`config.mk`:
```
export PLATFORM = sky130hd
export DESIGN_NAME = spi_seq_regfile
export DESIGN_NICKNAME = d
export VERILOG_FILES = /design/src/rtl/srf_pkg.sv /design/src/rtl/srf_fifo.sv /design/src/rtl/srf_irq.sv /design/src/rtl/spi_seq_regfile.sv
export SDC_FILE = /design/constraint.sdc
export NUM_CORES = 1
export LEC_CHECK = 0
export CAP_MARGIN = 20
export CORE_UTILIZATION = 54
export CTS_BUF_LIST = sky130_fd_sc_hd__clkbuf_8 sky130_fd_sc_hd__clkbuf_16
export DETAILED_ROUTE_END_ITERATION = 8
export DONT_BUFFER_PORTS = 1
export PLACE_DENSITY = 0.72
export REMOVE_ABC_BUFFERS = 1
export SLEW_MARGIN = 0
export SYNTH_ARGS = -nofsm -noshare
export SYNTH_HDL_FRONTEND = slang
export SYNTH_SLANG_ARGS = --single-unit
```
`constraint.sdc`:
```
create_clock -name clk -period 2.8 [get_ports clk]
set_input_delay 0.28 -clock clk [delete_from_list [all_inputs] [get_ports clk]]
set_output_delay 0.28 -clock clk [all_outputs]
set_load 0.005 [all_outputs]
```
`src/rtl/srf_pkg.sv`:
```
package srf_pkg;
  localparam logic [7:0] OFS_VERSION  = 8'h00;
  localparam logic [7:0] OFS_CORE_RST = 8'h40;
  localparam logic [7:0] OFS_IRQ_EN   = 8'h80;
  localparam logic [7:0] OFS_IRQ_PEND = 8'h84;
  localparam logic [7:0] OFS_IRQ_SRC  = 8'h88;
  localparam logic [7:0] OFS_SYNC     = 8'hC0;
  localparam logic [7:0] OFS_CMD_ROOM = 8'hD0;
  localparam logic [7:0] OFS_TX_ROOM  = 8'hD4;
  localparam logic [7:0] OFS_RX_LVL   = 8'hD8;
  localparam logic [7:0] OFS_CMD_PUSH = 8'hE0;
  localparam logic [7:0] OFS_TX_PUSH  = 8'hE4;
  localparam logic [7:0] OFS_RX_POP   = 8'hE8;
  localparam logic [7:0] OFS_RX_PEEK  = 8'hEC;

  localparam int IRQ_N       = 4;
  localparam int IRQ_CMD_LOW = 0;
  localparam int IRQ_TX_LOW  = 1;
  localparam int IRQ_RX_HIGH = 2;
  localparam int IRQ_SYNC    = 3;

  typedef logic [IRQ_N-1:0] irq_vec_t;
endpackage

```
`src/rtl/srf_fifo.sv`:
```
module srf_fifo #(
  parameter int W     = 8,
  parameter int DEPTH = 16
) (
  input  logic                     clk,
  input  logic                     rst_n,
  input  logic                     flush,
  input  logic                     push,
  input  logic [W-1:0]             wdata,
  input  logic                     pop,
  output logic [W-1:0]             head,
  output logic [$clog2(DEPTH):0]   level,
  output logic                     full,
  output logic                     empty
);
  localparam int AW = $clog2(DEPTH);
  localparam int LW = AW + 1;

  logic [W-1:0]  mem [DEPTH];
  logic [AW-1:0] rd_q, rd_d, wr_q, wr_d;
  logic [LW-1:0] lvl_q, lvl_d;
  logic          push_ok, pop_ok;

  assign full    = (lvl_q == LW'(DEPTH));
  assign empty   = (lvl_q == '0);
  assign push_ok = push & ~full & ~flush;
  assign pop_ok  = pop & ~empty & ~flush;

  always_comb begin
    if (flush) begin
      rd_d  = '0;
      wr_d  = '0;
      lvl_d = '0;
    end else begin
      rd_d  = rd_q + AW'(pop_ok);
      wr_d  = wr_q + AW'(push_ok);
      lvl_d = lvl_q + LW'(push_ok) - LW'(pop_ok);
    end
  end

  always_ff @(posedge clk or negedge rst_n) begin
    if (!rst_n) begin
      rd_q  <= '0;
      wr_q  <= '0;
      lvl_q <= '0;
    end else begin
      rd_q  <= rd_d;
      wr_q  <= wr_d;
      lvl_q <= lvl_d;
    end
  end

  always_ff @(posedge clk) begin
    if (push_ok) begin
      mem[wr_q] <= wdata;
    end
  end

  assign head  = empty ? '0 : mem[rd_q];
  assign level = lvl_q;
endmodule

```
`src/rtl/srf_irq.sv`:
```
module srf_irq
  import srf_pkg::*;
(
  input  logic     clk,
  input  logic     rst_n,
  input  irq_vec_t src,
  input  logic     en_we,
  input  irq_vec_t en_wdata,
  input  irq_vec_t clr,
  output irq_vec_t en_q,
  output irq_vec_t pend_q,
  output logic     irq
);
  irq_vec_t en_d, pend_d;

  assign en_d = en_we ? en_wdata : en_q;

  for (genvar i = 0; i < IRQ_N; i++) begin : g_pend
    assign pend_d[i] = (pend_q[i] & ~clr[i]) | src[i];
  end

  always_ff @(posedge clk or negedge rst_n) begin
    if (!rst_n) begin
      en_q   <= '0;
      pend_q <= '0;
    end else begin
      en_q   <= en_d;
      pend_q <= pend_d;
    end
  end

  assign irq = |(pend_q & en_q);
endmodule

```
`src/rtl/spi_seq_regfile.sv`:
```
module spi_seq_regfile
  import srf_pkg::*;
#(
  parameter int CMD_DEPTH = 16,
  parameter int TX_DEPTH  = 16,
  parameter int RX_DEPTH  = 16,
  parameter int CMD_W     = 16,
  parameter int DATA_W    = 8,
  parameter int SYNC_W    = 8,
  parameter int LOW_MARK  = 4,
  parameter int VER_MAJOR = 1,
  parameter int VER_MINOR = 0,
  parameter int VER_PATCH = 8'h61
) (
  input  logic              clk,
  input  logic              rst_n,
  input  logic              bus_sel,
  input  logic              bus_wr,
  input  logic [7:0]        bus_addr,
  input  logic [31:0]       bus_wdata,
  output logic [31:0]       bus_rdata,
  output logic              irq,
  output logic              eng_rst,
  output logic              cmd_valid,
  output logic [CMD_W-1:0]  cmd_data,
  input  logic              cmd_pop,
  output logic              tx_valid,
  output logic [DATA_W-1:0] tx_data,
  input  logic              tx_pop,
  input  logic              rx_push,
  input  logic [DATA_W-1:0] rx_data,
  input  logic              sync_valid,
  input  logic [SYNC_W-1:0] sync_id
);
  localparam int CMD_LW = $clog2(CMD_DEPTH) + 1;
  localparam int TX_LW  = $clog2(TX_DEPTH) + 1;
  localparam int RX_LW  = $clog2(RX_DEPTH) + 1;

  logic wr_hit, rd_hit;
  assign wr_hit = bus_sel & bus_wr;
  assign rd_hit = bus_sel & ~bus_wr;

  // core reset bit and marker identifier
  logic              core_rst_q, core_rst_d;
  logic [SYNC_W-1:0] sync_q, sync_d;

  assign core_rst_d = (wr_hit && bus_addr == OFS_CORE_RST) ? bus_wdata[0] : core_rst_q;

  always_comb begin
    if (core_rst_q)      sync_d = '0;
    else if (sync_valid) sync_d = sync_id;
    else                 sync_d = sync_q;
  end

  always_ff @(posedge clk or negedge rst_n) begin
    if (!rst_n) begin
      core_rst_q <= 1'b1;
      sync_q     <= '0;
    end else begin
      core_rst_q <= core_rst_d;
      sync_q     <= sync_d;
    end
  end

  assign eng_rst = core_rst_q;

  // queues
  logic [CMD_LW-1:0] cmd_lvl;
  logic [TX_LW-1:0]  tx_lvl;
  logic [RX_LW-1:0]  rx_lvl;
  logic              cmd_full, cmd_empty, tx_full, tx_empty, rx_full, rx_empty;
  logic [DATA_W-1:0] rx_head;
  logic              cmd_push_req, tx_push_req, rx_pop_req;

  assign cmd_push_req = wr_hit && bus_addr == OFS_CMD_PUSH;
  assign tx_push_req  = wr_hit && bus_addr == OFS_TX_PUSH;
  assign rx_pop_req   = rd_hit && bus_addr == OFS_RX_POP;

  srf_fifo #(.W(CMD_W), .DEPTH(CMD_DEPTH)) u_cmd_q (
    .clk(clk), .rst_n(rst_n), .flush(core_rst_q),
    .push(cmd_push_req), .wdata(bus_wdata[CMD_W-1:0]),
    .pop(cmd_pop), .head(cmd_data), .level(cmd_lvl),
    .full(cmd_full), .empty(cmd_empty)
  );

  srf_fifo #(.W(DATA_W), .DEPTH(TX_DEPTH)) u_tx_q (
    .clk(clk), .rst_n(rst_n), .flush(core_rst_q),
    .push(tx_push_req), .wdata(bus_wdata[DATA_W-1:0]),
    .pop(tx_pop), .head(tx_data), .level(tx_lvl),
    .full(tx_full), .empty(tx_empty)
  );

  srf_fifo #(.W(DATA_W), .DEPTH(RX_DEPTH)) u_rx_q (
    .clk(clk), .rst_n(rst_n), .flush(core_rst_q),
    .push(rx_push), .wdata(rx_data),
    .pop(rx_pop_req), .head(rx_head), .level(rx_lvl),
    .full(rx_full), .empty(rx_empty)
  );

  assign cmd_valid = ~cmd_empty;
  assign tx_valid  = ~tx_empty;

  // interrupt conditions
  irq_vec_t irq_src, irq_en, irq_pend, clr_mask;

  always_comb begin
    irq_src              = '0;
    irq_src[IRQ_CMD_LOW] = cmd_lvl <= CMD_LW'(LOW_MARK);
    irq_src[IRQ_TX_LOW]  = tx_lvl <= TX_LW'(LOW_MARK);
    irq_src[IRQ_RX_HIGH] = rx_lvl >= RX_LW'(RX_DEPTH - LOW_MARK);
    irq_src[IRQ_SYNC]    = sync_valid;
  end

  assign clr_mask = (wr_hit && bus_addr == OFS_IRQ_PEND) ? bus_wdata[IRQ_N-1:0] : '0;

  srf_irq u_irq (
    .clk(clk), .rst_n(rst_n), .src(irq_src),
    .en_we(wr_hit && bus_addr == OFS_IRQ_EN), .en_wdata(bus_wdata[IRQ_N-1:0]),
    .clr(clr_mask), .en_q(irq_en), .pend_q(irq_pend), .irq(irq)
  );

  // read data
  logic [CMD_LW-1:0] cmd_room;
  logic [TX_LW-1:0]  tx_room;
  assign cmd_room = CMD_LW'(CMD_DEPTH) - cmd_lvl;
  assign tx_room  = TX_LW'(TX_DEPTH) - tx_lvl;

  always_comb begin
    bus_rdata = '0;
    if (rd_hit) begin
      case (bus_addr)
        OFS_VERSION:  bus_rdata = {8'd0, 8'(VER_MAJOR), 8'(VER_MINOR), 8'(VER_PATCH)};
        OFS_CORE_RST: bus_rdata = 32'(core_rst_q);
        OFS_IRQ_EN:   bus_rdata = 32'(irq_en);
        OFS_IRQ_PEND: bus_rdata = 32'(irq_pend);
        OFS_IRQ_SRC:  bus_rdata = 32'(irq_src);
        OFS_SYNC:     bus_rdata = 32'(sync_q);
        OFS_CMD_ROOM: bus_rdata = 32'(cmd_room);
        OFS_TX_ROOM:  bus_rdata = 32'(tx_room);
        OFS_RX_LVL:   bus_rdata = 32'(rx_lvl);
        OFS_RX_POP,
        OFS_RX_PEEK:  bus_rdata = 32'(rx_head);
        default:      bus_rdata = '0;
      endcase
    end
  end

  logic unused_bits;
  assign unused_bits = ^{bus_wdata[31:CMD_W], cmd_full, tx_full, rx_full, rx_empty};
endmodule

```
---- After elaboration in Yosys (flattened, before gate mapping) ----
Memories as Yosys holds them, arrays and structs flattened.
Cells that the tools add are included.
word-level totals
  memories kept ........................... 3
  bits in writable memories ............... 512
  output and inout bits ................... 60
  register bits ........................... 56
  bits of input ports ..................... 64
memory list
  name         depth  width  rd ports  clocked after memory_dff  write ports  RTL line        RTL
  u_cmd_q.mem  16     16     1         0                         1            srf_fifo.sv:19  logic [W-1:0] mem [DEPTH];
  u_rx_q.mem   16     8      1         0                         1            srf_fifo.sv:19
  u_tx_q.mem   16     8      1         0                         1            srf_fifo.sv:19
cells by class
  order comparisons ....................... 3
  equal/unequal tests ..................... 15
  bitwise operators ....................... 35
  reduce and logical (&&, ||, !) cells .... 13
  muxes and demuxes ....................... 23
  add/sub/neg operators ................... 14
operator list
  kind                   number
  $pmux W17 S10          1
  $eq A8 B8 Y1 const B   11
  $mux W8                4
  $mux W4                7
  $add A4 B1 Y4          6
  $and A1 B1 Y1          18
  $mux W17               1
  $mux W16               1
  $add A5 B1 Y5          3
  $eq A5 B5 Y1 const B   3
  $logic_not A5 Y1       3
  $mux W5                3
  $sub A5 B1 Y5          3
  $not A1 Y1             12
  $le A5 B3 Y1 const B   2
  $sub A5 B5 Y5 const A  2
  $eq A8 B7 Y1 const B   1
  $logic_not A8 Y1       1
  $logic_and A1 B1 Y1    6
  $mux W1                6
  $ge A5 B4 Y1 const B   1
  $and A4 B4 Y4          1
  $or A1 B1 Y1           4
  $reduce_or A4 Y1       1
  other kinds (2)        2

---- Longest topological paths before layout ----
  depth after elaboration ................. 7
  depth in mapped cells ................... 15

---- By module ----
A second synthesis with hierarchy kept.
second synthesis, totals
  cells, all modules ...................... 1281
  area total of the unflattened synthesis .. 23730.3 um^2
modules (own cells, without submodules)
  module                  seq. area each (um^2)  area an instance (um^2)  cells each  times used
  srf_fifo at u_rx_q ...  4169.0                 5689.2                   288         2
  srf_fifo at u_cmd_q     8012.7                 10662.7                  513         1
  spi_seq_regfile         226.5                  1380.1                   169         1
  srf_irq                 200.2                  309.0                    23          1

---- Least setup slack after synthesis ----
OpenSTA, ideal clock, no wires.
  path type ............................... flip-flop to flip-flop
  from .................................... reg u_cmd_q.lvl_q[2] (netlist: u_cmd_q.level[2])
  to ...................................... mem u_cmd_q.mem[2][0] (netlist bit), enable pin
  path slack .............................. -0.316 ns
  library setup time ...................... 0.409 ns
  buffers on the path ..................... 0
  cell stages (with the launch flop) ...... 8
  required time ........................... 2.391 ns
  data arrival time ....................... 2.707 ns
  path through ............................ dfrtp_1 inv_1 ha_1 and2_1 ha_1 nor4_4 nand3b_1 nor3_1
on the way
  cells in the longest elaborated chain, start to end .. 6
ends and longest elaborated chain
  element                        RTL line        RTL
  start, declared                srf_fifo.sv:21  logic [LW-1:0] lvl_q, lvl_d;
  start signal, assigned         srf_fifo.sv:49  lvl_q <= lvl_d;
  $eq A5 B5 Y1                   srf_fifo.sv:24  assign full = (lvl_q == LW'(DEPTH));
  $not A1 Y1                     srf_fifo.sv:26  assign push_ok = push & ~full & ~flush;
  $and A1 B1 Y1 (2 in a row)     srf_fifo.sv:26
  $mux W1                        srf_fifo.sv:54  if (push_ok) begin
  $mux W1 (implied by the code)  srf_fifo.sv:55  mem[wr_q] <= wdata;
  end, declared                  srf_fifo.sv:19
No other way between the ends.

---- Worst setup path after layout ----
  from .................................... reg u_cmd_q.rd_q[0]
  to ...................................... out cmd_data[3]
on the way
  cells in the longest elaborated chain, start to end .. 2
ends and longest elaborated chain
  element                 RTL line               RTL
  start, declared         srf_fifo.sv:20         logic [AW-1:0] rd_q, rd_d, wr_q, wr_d;
  start signal, assigned  srf_fifo.sv:47         rd_q <= rd_d;
  $mem_v2 Z16 W16         -
  $mux W16                srf_fifo.sv:59         assign head = empty ? '0 : mem[rd_q];
  end, declared           spi_seq_regfile.sv:25  output logic [CMD_W-1:0] cmd_data,
No other way between the ends.

==> results.cfg <==
[sta]
finalHoldViolCount = 0
clock_skew_ps = 19.7
setup_ws_ps = -109
rsz0062_at_grt = true
maxSlewHeadroom_pct = 25.9
setup_viol = 19
tightest_slew_ps = 1110
period_needed_ps = 2910
fin_crit_sh_pct = 104
fin_tns_setup_ps = -1130
slew_viol_final = 0
max_freq_mhz = 344

[detailed_routing]
vias_per_cell = 5.97
wl_per_cell_um = 25.3
route.detailed.drc = 0
drt.antenna.violating_nets = 0
drt_wl_total_um = 51600
first_pass_iters = 6
vias = 12200
initialDrtViolationCount = 1056

[synthesis]
seq_area_frac_synth_pct = 71.2
async_reset_ff_share_pct = 9.86
synth_warnings = 0
syn_inst = 1217
syn-cell-area_um2 = 23600
ys_types = 64
synth-seq-cells = 568
synthFlopType = edfxtp_1
avgSynthCellArea_um2 = 19.4
synth_enable_flop_cells = 512

[global_route]
grt_max_degree = 57
grtUsageTotal_pct = 23.6
grt_pass1_wl_um = 76500
antenna_found_initial = 2
grt_pass1_vias = 12500
grt_overflow_total = 0

[worst_hold_path]
hold_path_class = primary input to flip-flop
hp-start = bus_addr[6]
min_to = eng_rst$_DFFE_PN1P_
worstHoldPathCells = 3

[run_status]
violations = negative setup slack
status = finished with violations

[critical_path]
path_class = flip-flop to output pin
crit_path_start_kind = flip-flop
rr_worst_depth = 13
worstPathArrival_ps = 2630
worstPathCellList = buf_4, buf_16, mux4_2, mux4_2, and2_4
cp_max_fo = 6
cp.required_ps = 2520
critical_path.most_common_cell = mux4_2
r2r_setup_slack_ps = 80
cp_slowest_cell = mux4_2
r2r_end = u_tx_q.level[4]$_DFF_PN0_
endpoint_kind = output pin
r2r-start = u_tx_q.level[0]$_DFF_PN0_
critPathMaxStageDelay_ps = 560

[clocking]
cts_tree = done
htreeDepth = 2
path_clk_slew_ps = 60
clock_path_buffers = 3
numCtsBuffers = 55
cts_root_buffer = clkbuf_16
clk_latency_ps = 610
cts_sinks = 568

[floorplanning]
initial_core_util_pct = 54.7
placementRows = 76
die_w_um = 211
io_pins = 124
die_h_um = 211
die_area_um2 = 44500
core-area_um2 = 43100

[layout]
final_cell_area_um2 = 28000
final_common_cell = edfxtp_1
final_nets = 1515
area_growth_pct = 19.0
drive_gt1_share_pct = 33.0
mostFrequentLayoutCells = 512 x edfxtp_1, 152 x mux4_2, 110 x buf_4, 72 x nor2_1, 61 x clkbuf_16

[place]
place.gp.congestion = 0.864
hpwl_um = 29800
numPortBuffers = 0
placed_area_um2 = 25000

[power]
ir_worst_vdd_v = 0.000686
power_density_nw_per_um2 = 870
leakage_nw = 9.63

[run]
drv_cap = 0
==> sequential cells by signal, summed over array words and instances, names as in the netlist <==
register and count:
u_cmd_q.mem 256, u_rx_q.mem 128, u_tx_q.mem 128, sync_q 8, u_cmd_q.level 5, u_rx_q.level 5, u_tx_q.level 5, u_cmd_q.rd_q 4
u_cmd_q.wr_q 4, u_irq.en_q 4, u_irq.pend_q 4, u_rx_q.rd_q 4, u_rx_q.wr_q 4, u_tx_q.rd_q 4, u_tx_q.wr_q 4, eng_rst 1
==> stage by stage <==
stage | worst slack (ps) | total power (W) | std cells | utilization (%) | hold WS, ps
global route | -153 | 0.0254 | 2034 | 65.0 | 43.8
detailed placement | -87.6 | 0.0160 | 1855 | 58.0 | -13.2
CTS | -154 | 0.0243 | 2015 | 64.2 | 15.9
global placement | -60.4 | 0.0159 | 1855 | 58.0 | -13.3
finish | -109 | 0.0244 | 2036 | 65.0 | 51.8
floorplan | -1330 | 0.0143 | 1156 | - | -15.6
==> cells in the mapped netlist, drive strengths merged, types with 4 or more instances <==
cell type / instances / area share, %
xor2: 11 / 0.41
inv: 29 / 0.46
nor3: 17 / 0.42
ha: 44 / 2.3
a21o: 10 / 0.32
edfxtp: 512 / 65
a21oi: 16 / 0.34
nand2b: 9 / 0.25
nor2b: 21 / 0.56
buf: 52 / 1.7
mux2: 6 / 0.29
mux2i: 9 / 0.38
nor3b: 4 / 0.15
nand3b: 6 / 0.19
clkbuf: 31 / 0.49
a31oi: 5 / 0.13
a22oi: 17 / 0.54
dfrtp: 55 / 5.8
nand3: 12 / 0.25
and2: 29 / 0.77
nor2: 86 / 1.4
xnor2: 13 / 0.48
mux4: 152 / 15
a221oi: 4 / 0.15
o21ai: 5 / 0.11
a22o: 7 / 0.26
nand2: 19 / 0.30
==> worst max-delay path, delay by kind of cell (launching register included) <==
family | cells | cell delay, ps
and+or+nand+nor | 1 | 200
muxes | 2 | 1000
buffers and inverters | 2 | 310
DFF | 1 | 520
==> area by class of cell <==
| class | count | area (µm²) |
|---|---|---|
| tap | 585 | 732 |
| timing repair buffer | 191 | 2090 |
| clock inverter | 45 | 394 |
| clock buffer | 56 | 1400 |
| sequential | 568 | 16800 |
| fill | 2807 | 15100 |
| multi-input combinational | 559 | 6490 |
| inverter | 29 | 109 |
| antenna | 3 | 7.51 |
==> worst max-delay path by stage <==
| stage | startpoint | to | slack (ps) | cells past startpoint |
|---|---|---|---|---|
| 2_1_floorplan | u_cmd_q.rd_q[0]$_DFF_PN0_ | cmd_data[0] | -1330 | 3 |
| 3_3_place_gp | u_rx_q.level[2]$_DFF_PN0_ | u_rx_q.level[4]$_DFF_PN0_ | -60 | 15 |
| 3_5_place_dp | u_rx_q.level[3]$_DFF_PN0_ | u_rx_q.level[4]$_DFF_PN0_ | -90 | 15 |
| 4_1_cts | u_cmd_q.rd_q[0]$_DFF_PN0_ | cmd_data[5] | -150 | 6 |
| 5_1_grt | u_cmd_q.rd_q[0]$_DFF_PN0_ | cmd_data[1] | -150 | 5 |
| 6_report | u_cmd_q.rd_q[0]$_DFF_PN0_ | cmd_data[3] | -110 | 5 |
==> where the power goes <==
part / switching [W] / internal, W / total, W
logic: 0.00302 / 0.00394 / 0.00696
clock network: 0.00310 / 0.00426 / 0.00736
registers: 0.000385 / 0.00969 / 0.0101
==> repair_timing <==
item                                    4_1_cts  5_1_grt
cloned                                        4        4
endpoints found under the setup margin       35       33
buffers inserted                             17       12
pin swaps                                     3       14
hold buffers                                 38        0
gates resized for setup                      47       40
endpoints found under the hold margin       585        0
==> routing by layer <==
layer | global-route usage, % | wire length [µm] | vias up
met5 | 0 | 0 | -
met4 | 6.27 | 1160 | 0
met3 | 5.32 | 3760 | 86
met2 | 38.9 | 25800 | 478
met1 | 32.1 | 20800 | 6382
li1 | - | - | 5212
==> cell families (layout without fill, tap and decap cells) <==
logic type / after synthesis / in the layout / share of synthesized area (%)
flops: 568 / 568 / 71.2
simple gates: 221 / 221 / 5.07
mux: 167 / 167 / 15.2
buf+inv: 112 / 321 / 2.66
compound gates: 77 / 77 / 2.34
fa+ha+maj: 47 / 47 / 2.59
xor+xnor: 24 / 24 / 0.892
other cells: 1 / 26 / 0.0159
Power figures use the tool's default switching activity.
